`src/rtl/dma_hold_pkg.sv`:
```
package dma_hold_pkg;

    typedef enum logic [2:0] {
        HH_IDLE,
        HH_REQ,
        HH_GO,
        HH_BUSY,
        HH_GRANT
    } hh_state_e;

    localparam int unsigned HH_PIN_COUNT = 2;
    localparam int unsigned HH_PIN_HOLD  = 0;
    localparam int unsigned HH_PIN_ACK   = 1;

endpackage

```
`src/rtl/dma_hold_sync.sv`:
```
module dma_hold_sync #(
    parameter int unsigned STAGES    = 2,
    parameter logic        RESET_VAL = 1'b1
) (
    input  logic clk,
    input  logic rst_n,
    input  logic d,
    output logic q
);
    localparam int unsigned LAST = STAGES - 1;

    logic [STAGES-1:0] shift_q;

    always_ff @(posedge clk or negedge rst_n) begin
        if (!rst_n) begin
            shift_q <= {STAGES{RESET_VAL}};
        end else begin
            shift_q <= {shift_q[STAGES-2:0], d};
        end
    end

    assign q = shift_q[LAST];
endmodule

```
`src/rtl/dma_hold_pins.sv`:
```
module dma_hold_pins (
    input  logic req_en,
    input  logic arb_en,
    input  logic hold_assert,
    input  logic ack_assert,
    input  logic hold_sync,
    input  logic ack_sync,
    output logic req_mode,
    output logic arb_mode,
    output logic hold_o,
    output logic hold_oe,
    output logic ack_o,
    output logic ack_oe,
    output logic hold_act,
    output logic ack_act
);
    // Requester takes precedence when software sets both bits.
    always_comb begin
        req_mode = req_en;
        arb_mode = arb_en & ~req_en;
        hold_oe  = req_mode;
        ack_oe   = arb_mode;
        hold_o   = ~hold_assert;
        ack_o    = ~ack_assert;
        hold_act = arb_mode & ~hold_sync;
        ack_act  = req_mode & ~ack_sync;
    end
endmodule

```
`src/rtl/dma_hold_fsm.sv`:
```
module dma_hold_fsm
    import dma_hold_pkg::*;
(
    input  logic clk,
    input  logic rst_n,
    input  logic req_mode,
    input  logic arb_mode,
    input  logic dma_start,
    input  logic dma_ext,
    input  logic dma_done,
    input  logic hold_act,
    input  logic ack_act,
    output logic hold_assert,
    output logic ack_assert,
    output logic dma_go
);
    hh_state_e state_q, state_d;

    always_ff @(posedge clk or negedge rst_n) begin
        if (!rst_n) begin
            state_q <= HH_IDLE;
        end else begin
            state_q <= state_d;
        end
    end

    always_comb begin
        state_d = state_q;
        unique case (state_q)
            HH_IDLE: begin
                if (arb_mode && hold_act) begin
                    state_d = HH_GRANT;
                end else if (dma_start && dma_ext) begin
                    state_d = req_mode ? HH_REQ : HH_GO;
                end
            end
            HH_REQ: begin
                if (!req_mode) begin
                    state_d = HH_IDLE;
                end else if (ack_act) begin
                    state_d = HH_GO;
                end
            end
            HH_GO: begin
                state_d = dma_done ? HH_IDLE : HH_BUSY;
            end
            HH_BUSY: begin
                if (dma_done) begin
                    state_d = HH_IDLE;
                end
            end
            HH_GRANT: begin
                if (!arb_mode || !hold_act) begin
                    state_d = HH_IDLE;
                end
            end
            default: state_d = HH_IDLE;
        endcase
    end

    logic internal_go;

    always_comb begin
        internal_go = dma_start && !dma_ext &&
                      ((state_q == HH_IDLE) || (state_q == HH_GRANT));
        hold_assert = req_mode &&
                      ((state_q == HH_REQ) || (state_q == HH_GO) || (state_q == HH_BUSY));
        ack_assert  = (state_q == HH_GRANT);
        dma_go      = (state_q == HH_GO) || internal_go;
    end
endmodule

```
`src/rtl/dma_hold_ctrl.sv`:
```
module dma_hold_ctrl
    import dma_hold_pkg::*;
#(
    parameter int unsigned SYNC_STAGES = 2
) (
    input  logic clk,
    input  logic rst_n,
    input  logic req_mode_en,
    input  logic arb_mode_en,
    input  logic dma_start,
    input  logic dma_ext,
    input  logic dma_done,
    output logic dma_go,
    input  logic hold_i,
    output logic hold_o,
    output logic hold_oe,
    input  logic ack_i,
    output logic ack_o,
    output logic ack_oe
);
    logic [HH_PIN_COUNT-1:0] pin_raw;
    logic [HH_PIN_COUNT-1:0] pin_sync;

    assign pin_raw[HH_PIN_HOLD] = hold_i;
    assign pin_raw[HH_PIN_ACK]  = ack_i;

    for (genvar g = 0; g < HH_PIN_COUNT; g++) begin : g_sync
        dma_hold_sync #(
            .STAGES   (SYNC_STAGES),
            .RESET_VAL(1'b1)
        ) sync_i (
            .clk  (clk),
            .rst_n(rst_n),
            .d    (pin_raw[g]),
            .q    (pin_sync[g])
        );
    end

    logic req_mode, arb_mode, hold_act, ack_act, hold_assert, ack_assert;

    dma_hold_pins pins_i (
        .req_en     (req_mode_en),
        .arb_en     (arb_mode_en),
        .hold_assert(hold_assert),
        .ack_assert (ack_assert),
        .hold_sync  (pin_sync[HH_PIN_HOLD]),
        .ack_sync   (pin_sync[HH_PIN_ACK]),
        .req_mode   (req_mode),
        .arb_mode   (arb_mode),
        .hold_o     (hold_o),
        .hold_oe    (hold_oe),
        .ack_o      (ack_o),
        .ack_oe     (ack_oe),
        .hold_act   (hold_act),
        .ack_act    (ack_act)
    );

    dma_hold_fsm fsm_i (
        .clk        (clk),
        .rst_n      (rst_n),
        .req_mode   (req_mode),
        .arb_mode   (arb_mode),
        .dma_start  (dma_start),
        .dma_ext    (dma_ext),
        .dma_done   (dma_done),
        .hold_act   (hold_act),
        .ack_act    (ack_act),
        .hold_assert(hold_assert),
        .ack_assert (ack_assert),
        .dma_go     (dma_go)
    );
endmodule

```
`config.mk`:
```
export PLATFORM = sky130hd
export DESIGN_NAME = dma_hold_ctrl
export DESIGN_NICKNAME = d
export VERILOG_FILES = /design/src/rtl/dma_hold_pkg.sv /design/src/rtl/dma_hold_sync.sv /design/src/rtl/dma_hold_pins.sv /design/src/rtl/dma_hold_fsm.sv /design/src/rtl/dma_hold_ctrl.sv
export SDC_FILE = /design/constraint.sdc
export NUM_CORES = 1
export LEC_CHECK = 0
export BUFFER_PORTS_ARGS = -buffer_cell sky130_fd_sc_hd__buf_4
export CAP_MARGIN = 20
export CORE_AREA = 2 2 39 41
export CTS_BUF_LIST = sky130_fd_sc_hd__clkbuf_16
export CTS_CLUSTER_DIAMETER = 150
export DETAILED_ROUTE_END_ITERATION = 10
export DIE_AREA = 0 0 41 43
export PLACE_DENSITY = 0.62
export SLEW_MARGIN = 30
export SYNTH_ARGS = -nofsm -noshare
export SYNTH_HDL_FRONTEND = slang
export SYNTH_HIERARCHICAL = 1
export SYNTH_SLANG_ARGS = --single-unit
```
`constraint.sdc`:
```
create_clock -name clk -period 2.4 [get_ports clk]
set_clock_uncertainty 0.05 [all_clocks]
set_input_delay 0.36 -clock clk [delete_from_list [all_inputs] [get_ports clk]]
set_output_delay 0.36 -clock clk [all_outputs]
set_load 0.005 [all_outputs]
```
==> flow_summary_export.csv, run 1 <==
group,metric,value,unit
placed_design,routabilityCongestion,0.6566,
detailed_routing,drtIter0Drc,2,
worst_setup_path,critPathMaxStageDelay,520,ps
timing,holdWs,188.4,ps
synthesis,avgSynthCellArea,10.34,um2
synthesis,synth_top_family_by_area,"simple AND/OR/NAND/NOR gates",
timing,final.period_utilization,68.63,%
detailed_routing,first_pass_iters,2,
floorplan,die_height,43,um
timing,timing.setup.tns,0,ps
power_and_ir_drop,power,610.3,uW
clocking,cts_tree,"yes",
detailed_routing,vias_per_cell,4.592,
grt,grt_first_pass_wirelength,1235,um
synthesis,ys_warn_count,6,
grt,met3_usage,4.712,%
detailed_routing,ant_nets,0,
grt,grt_overflow,0,
synthesis,synth_seq_cells,7,
timing,fmax,607.2,MHz
clocking,h-tree-depth,1,
timing,slew_headroom,78.44,%
run,drv_cap,0,
cells_and_area,drive_above_1_share,45.45,%
cells_and_area,syn_to_final_growth,37.18,%
grt,antenna_found_initial,0,
timing,min_period,1647,ps
synthesis,synth_cell_types,24,
synthesis,syn_inst,42,
placed_design,dp.final_hpwl,514.1,um
power_and_ir_drop,cellPowerDensity,1025,nW/um2
cells_and_area,antenna_cells_inserted,0,
clocking,numCtsBuffers,3,
synthesis,synth-compound-area-share,19.88,%
detailed_routing,routed_wl,667,um
grt,top_usage_layer,"met2",
timing,slew_violations,0,
clocking,clock_sinks,7,
worst_setup_path,worstPathCellList,"nor2_1, nor3b_1, inv_1, buf_4",
timing,finalSetupViolations,0,
grt,grt_max_degree,10,
power_and_ir_drop,peakVddDrop,0.6634,mV
placed_design,port_buffers,13,
synthesis,synth_fa_ha_area_share,0,%
clocking,cts.clk_slew.worst_paths,30,ps
worst_setup_path,critical_path_required,1990,ps
floorplan,dieArea,1763,um2
worst_setup_path,crit_path_end_kind,"primary output",
worst_setup_path,cp_max_fo,8,
floorplan,num_rows,14,
synthesis,synth_seq_area_share,41.50,%
synthesis,yosysTopAreaCellShare,24.21,%
grt,grt.met2_usage,14.37,%
worst_setup_path,crit_path_top_delay_cell,"dfrtp_1",
detailed_routing,drcViolationCount,0,
clocking,clock_path_buffers,2,
worst_setup_path,cp.arrival,1240,ps
timing,timing_worst_slew_pin_value,323.4,ps
worst_setup_path,r2r_cells,5,
clocking,clockRootBuffer,"clkbuf_16",
grt,met1_usage,13.09,%
synthesis,synth_area_leader_cell,"dfstp_2",
grt,grt_pass1_vias,311,
floorplan,core,1384,um2
clocking,clk_latency,230,ps
clocking,cts.repair.resized,0,
floorplan,ios,14,
synthesis,muxShareOfSynthArea,0,%
min_path,min_path_cells,1,
floorplan,die_w,41,um
cells_and_area,fin_nets,65,
min_path,hold_path.class,"input port to register",
floorplan,initial_core_util,31.37,%
status,status,"completed",
synthesis,netlist_area,434.2,um2
grt,grtUsageTotal,10.78,%
synthesis,synth_area_leaders,"dfstp_2 (24%), dfrtp_1 (17%), buf_4 (5.2%)",
detailed_routing,wl_per_cell,9.394,um
worst_setup_path,crit_type,"register to primary output",
timing,rsz0062_at_grt,"false",
timing,hold_violations,0,
synthesis,synthXorXnorAreaFrac,0,%
synthesis,yosys.area_share.simple,23.63,%
synthesis,synth_nets,51,
power_and_ir_drop,p_leak,0.2756,nW
worst_setup_path,startpoint_type,"register",
detailed_routing,vias,326,
==> kinds of logic after synthesis <==
kind of cell / Yosys count
AO/OA/AOI/OAI: 10
buffers and inverters: 9
flip-flops: 7
AND/OR/NAND/NOR: 16
==> repair_timing <==
item / in CTS / in global routing
hold buffers: 1 / 0
endpoints found under the hold margin: 3 / 0
buffers inserted: 0 / 0
==> flip-flops by register name (all words and copies together), names as in the netlist <==
| signal | flops |
|---|---|
| fsm_i/state_q | 3 |
| g_sync.sync_i/shift_q | 4 |
==> cell type report <==
cell class / count / area [um2]
clock buffer: 3 / 75.07
fill: 134 / 788.3
multi-input combinational: 26 / 188.9
tap: 16 / 20.02
inverter: 4 / 20.02
timing repair buffer: 14 / 107.6
clock inverter: 1 / 3.754
sequential: 7 / 180.2
==> Yosys cell counts <==
master	n
nand2_1	4
nor3_1	1
buf_6	2
and2_1	1
o41ai_2	1
a31oi_1	1
inv_1	3
buf_4	3
nor2_8	1
inv_6	1
dfstp_2	4
nor3b_1	2
and2b_1	1
a211oi_2	1
o2bb2ai_1	1
o21ai_1	1
o22a_1	1
a32o_1	1
nor2b_1	1
o31a_1	1
dfrtp_1	3
nor3b_2	1
nor2_1	4
a21oi_1	2
==> critical path, delay by kind of cell (launching register included) <==
kind	cells	cell delay, ps
DFF	1	520
and+or+nand+nor	2	310
buffers and inverters	2	190
==> routing by layer <==
layer | up-vias | wire (um)
li1 | 168 | -
met1 | 148 | 289
met5 | - | 0
met3 | 0 | 49
met2 | 10 | 328
met4 | 0 | 0
==> path summary, 6_finish.rpt <==
kind / from / endpoint / slack, ps
min in group asynchronous: rst_n / fsm_i/state_q[1] / 440
max reg2reg: g_sync[0].sync_i/shift_q[1] / fsm_i/state_q[1] / 1020
max: fsm_i/state_q[1] / hold_o / 750
max in group asynchronous: rst_n / g_sync[0].sync_i/shift_q[0] / 1660
min reg2reg: g_sync[0].sync_i/shift_q[0] / g_sync[0].sync_i/shift_q[1] / 300
min: ack_i / g_sync[1].sync_i/shift_q[0] / 190
==> per-stage QoR <==
step,instances,setup slack [ps],utilization [%],instance area [um2]
final,71,753.0,43.04,595.6
after global routing,71,640.1,43.04,595.6
after CTS,71,727.3,43.04,595.6
after detailed placement,66,937.2,36.62,506.7
after global placement,66,944.7,36.62,506.7
after floorplan,42,1002,-,434.2
==> power by group <==
group,internal (mW),leakage (nW),total [mW],switching (mW)
Combinational,0.0888,0.151,0.160,0.0711
Clock,0.216,0.0423,0.272,0.0562
Sequential,0.139,0.0821,0.178,0.0393
==> cells in the final DEF, fill, tap and decap left out, drive strengths merged, types with 2 or more instances in the layout <==
cell type,synthesis,final
a21oi,2,2
buf,5,13
dfrtp,3,3
nor2,5,5
inv,4,5
nor3b,3,3
nand2,4,4
dfstp,4,4
clkbuf,0,3
Note: power is estimated with default switching activity, not from simulation.
==> inputs of run 2 (changes only) <==
PLACE_DENSITY = 0.64   (was 0.62)
clock period = 1.4 ns   (was 2.4 ns; I/O delays follow)
==> run 2 against run 1 <==
Against the previous run:
- global-route usage is 0.40 points higher
- register-to-register slack worse by 1000 ps
- via count rose by 15%
- combinational power grew to 2.7 times the previous value
- power increased by 94%
- wire length grew 30%
- sequential share of layout area shrank 2.8 points
- core utilization grew 5.1 points
- critical path depth unchanged
- largest cell class unchanged
- die area stayed put
==> flow_summary_export.csv, run 2 (synthesis gave the netlist of run 1 again) <==
group,metric,value,unit
timing,final.period_utilization,99.90,%
clocking,clock_sinks,7,
worst_setup_path,critical_path_required,1460,ps
cells_and_area,drive_above_1_share,58.73,%
clocking,clockRootBuffer,"clkbuf_16",
worst_setup_path,critPathMaxStageDelay,440,ps
grt,grt_max_degree,10,
grt,grt_first_pass_wirelength,1262,um
floorplan,die_w,41,um
power_and_ir_drop,switchingPower,321.6,uW
floorplan,initial_core_util,31.37,%
timing,fmax,715.0,MHz
floorplan,core,1384,um2
clocking,cts.clk_slew.worst_paths,40,ps
timing,slew_headroom,83.87,%
power_and_ir_drop,seqPwrFrac,24.0,%
cells_and_area,largest_reg_flops,4,
cells_and_area,final_common_cell,"buf_4",
power_and_ir_drop,peakVddDrop,0.8768,mV
grt,grtUsageTotal,11.18,%
power_and_ir_drop,p_int,862.6,uW
placed_design,routabilityCongestion,0.6615,
worst_setup_path,startpoint_type,"register",
worst_setup_path,worst_path_most_repeated_cell,"buf_4",
clocking,numCtsBuffers,3,
min_path,hold_path.class,"input port to register",
power_and_ir_drop,comb_power_share,36.3,%
timing,hold_violations,0,
worst_setup_path,crit_path_top_delay_cell,"dfrtp_2",
cells_and_area,layout_common_cells,"buf_4 (21), inv_1 (4), nor2_1 (4), dfstp_2 (4)",
grt,antenna_found_initial,0,
cells_and_area,syn_to_final_growth,53.31,%
power_and_ir_drop,cellPowerDensity,1779,nW/um2
placed_design,dp.final_hpwl,539.8,um
detailed_routing,ant_nets,0,
detailed_routing,drtIter0Drc,4,
worst_setup_path,worstPathCellList,"buf_4, buf_4, o31a_1, a32o_1",
floorplan,die_height,43,um
cells_and_area,reg.largest.list,"g_sync.sync_i/shift_q (4), fsm_i/state_q (3)",
power_and_ir_drop,swShare,27.16,%
detailed_routing,vias,375,
floorplan,ios,14,
timing,min_period,1399,ps
cells_and_area,antenna_cells_inserted,0,
power_and_ir_drop,p_leak,0.3143,nW
detailed_routing,vias_per_cell,4.747,
timing,slew_violations,0,
cells_and_area,fin_nets,73,
worst_setup_path,crit_type,"register to register",
worst_setup_path,cp.arrival,1460,ps
floorplan,num_rows,14,
detailed_routing,first_pass_iters,4,
clocking,clk_latency,230,ps
clocking,clock_path_buffers,2,
timing,timing_worst_slew_pin_value,239.4,ps
status,status,"completed",
detailed_routing,drcViolationCount,0,
grt,grt_overflow,0,
clocking,h-tree-depth,1,
worst_setup_path,crit_path_end_kind,"register",
floorplan,dieArea,1763,um2
grt,grt_pass1_vias,301,
cells_and_area,top_register,"g_sync.sync_i/shift_q",
power_and_ir_drop,clockPowerShare,39.6,%
worst_setup_path,cp_max_fo,4,
timing,finalSetupViolations,0,
timing,rsz0062_at_grt,"true",
detailed_routing,routed_wl,870,um
clocking,cts_tree,"yes",
timing,timing.setup.tns,0,ps
power_and_ir_drop,power,1.184,mW
placed_design,port_buffers,13,
detailed_routing,wl_per_cell,11.01,um
run,drv_cap,0,
[run 2: changes by cell type in the layout (fill, tap and decap cells not counted), sizes merged]
cell and delta:
buf +8, clkinv +1, inv -1
[run 2: repair_timing]
item / in CTS / in global routing
hold buffers: 1 / 0
endpoints found under the setup margin: 3 / 4
endpoints found under the hold margin: 7 / 0
buffers inserted: 2 / 5
cloned: 0 / 0
resized for setup: 2 / 3
[run 2: final timing paths]
path	start	endpoint	slack, ps	cells after the start
worst max-delay path	fsm_i/state_q[1]	fsm_i/state_q[1]	1	4
worst min-delay path	hold_i	g_sync[0].sync_i/shift_q[0]	40	1
worst max register to register	fsm_i/state_q[1]	fsm_i/state_q[1]	1	4
worst min register to register	g_sync[0].sync_i/shift_q[0]	g_sync[0].sync_i/shift_q[1]	300	0
max in group asynchronous	rst_n	g_sync[1].sync_i/shift_q[0]	810	2
min in group asynchronous	rst_n	fsm_i/state_q[1]	290	2
[run 2: per-layer routing]
layer,routed length (um),part of all wire [%],track usage (%),vias up
met5,0,0,0,-
met4,0,0,8.000,0
met3,60,6.9,4.712,0
met2,467,54,15.94,16
met1,343,39,12.71,176
li1,-,-,-,183
[run 2: power by group through the flow]
stage	Combinational [mW]	Sequential [mW]	Clock [mW]
finish	0.430	0.285	0.469
global route	0.470	0.287	0.496
CTS	0.317	0.304	0.480
detailed placement	0.277	0.309	0
global placement	0.275	0.310	0
floorplan	0.293	0.252	0
[run 2: stage by stage]
step | hold WS (ps) | cells | area [um2] | util [%] | worst slack [ps]
floorplan | -135.6 | 42 | 434.2 | - | 80.22
global placement | -25.21 | 67 | 514.2 | 37.16 | 38.92
detailed placement | -26.43 | 67 | 514.2 | 37.16 | 42.87
CTS | 34.05 | 74 | 620.6 | 44.85 | -28.67
global route | 32.35 | 79 | 665.6 | 48.10 | -27.31
finish | 38.29 | 79 | 665.6 | 48.10 | 1.360
[run 2: worst max-delay path, delay by kind of cell, from the launching register on]
| family | cells | cell delay [ps] |
|---|---|---|
| buf+inv | 2 | 280 |
| flops | 1 | 440 |
| compound gates | 2 | 520 |
[run 2: layout make-up]
cell class,count,area (um2)
flip-flops and latches,7,182.7
repair buffers,22,167.7
fillers,135,718.2
clock inverters,1,3.754
well taps,16,20.02
inverters,4,20.02
clock buffers,3,75.07
multi-input cells,26,196.4
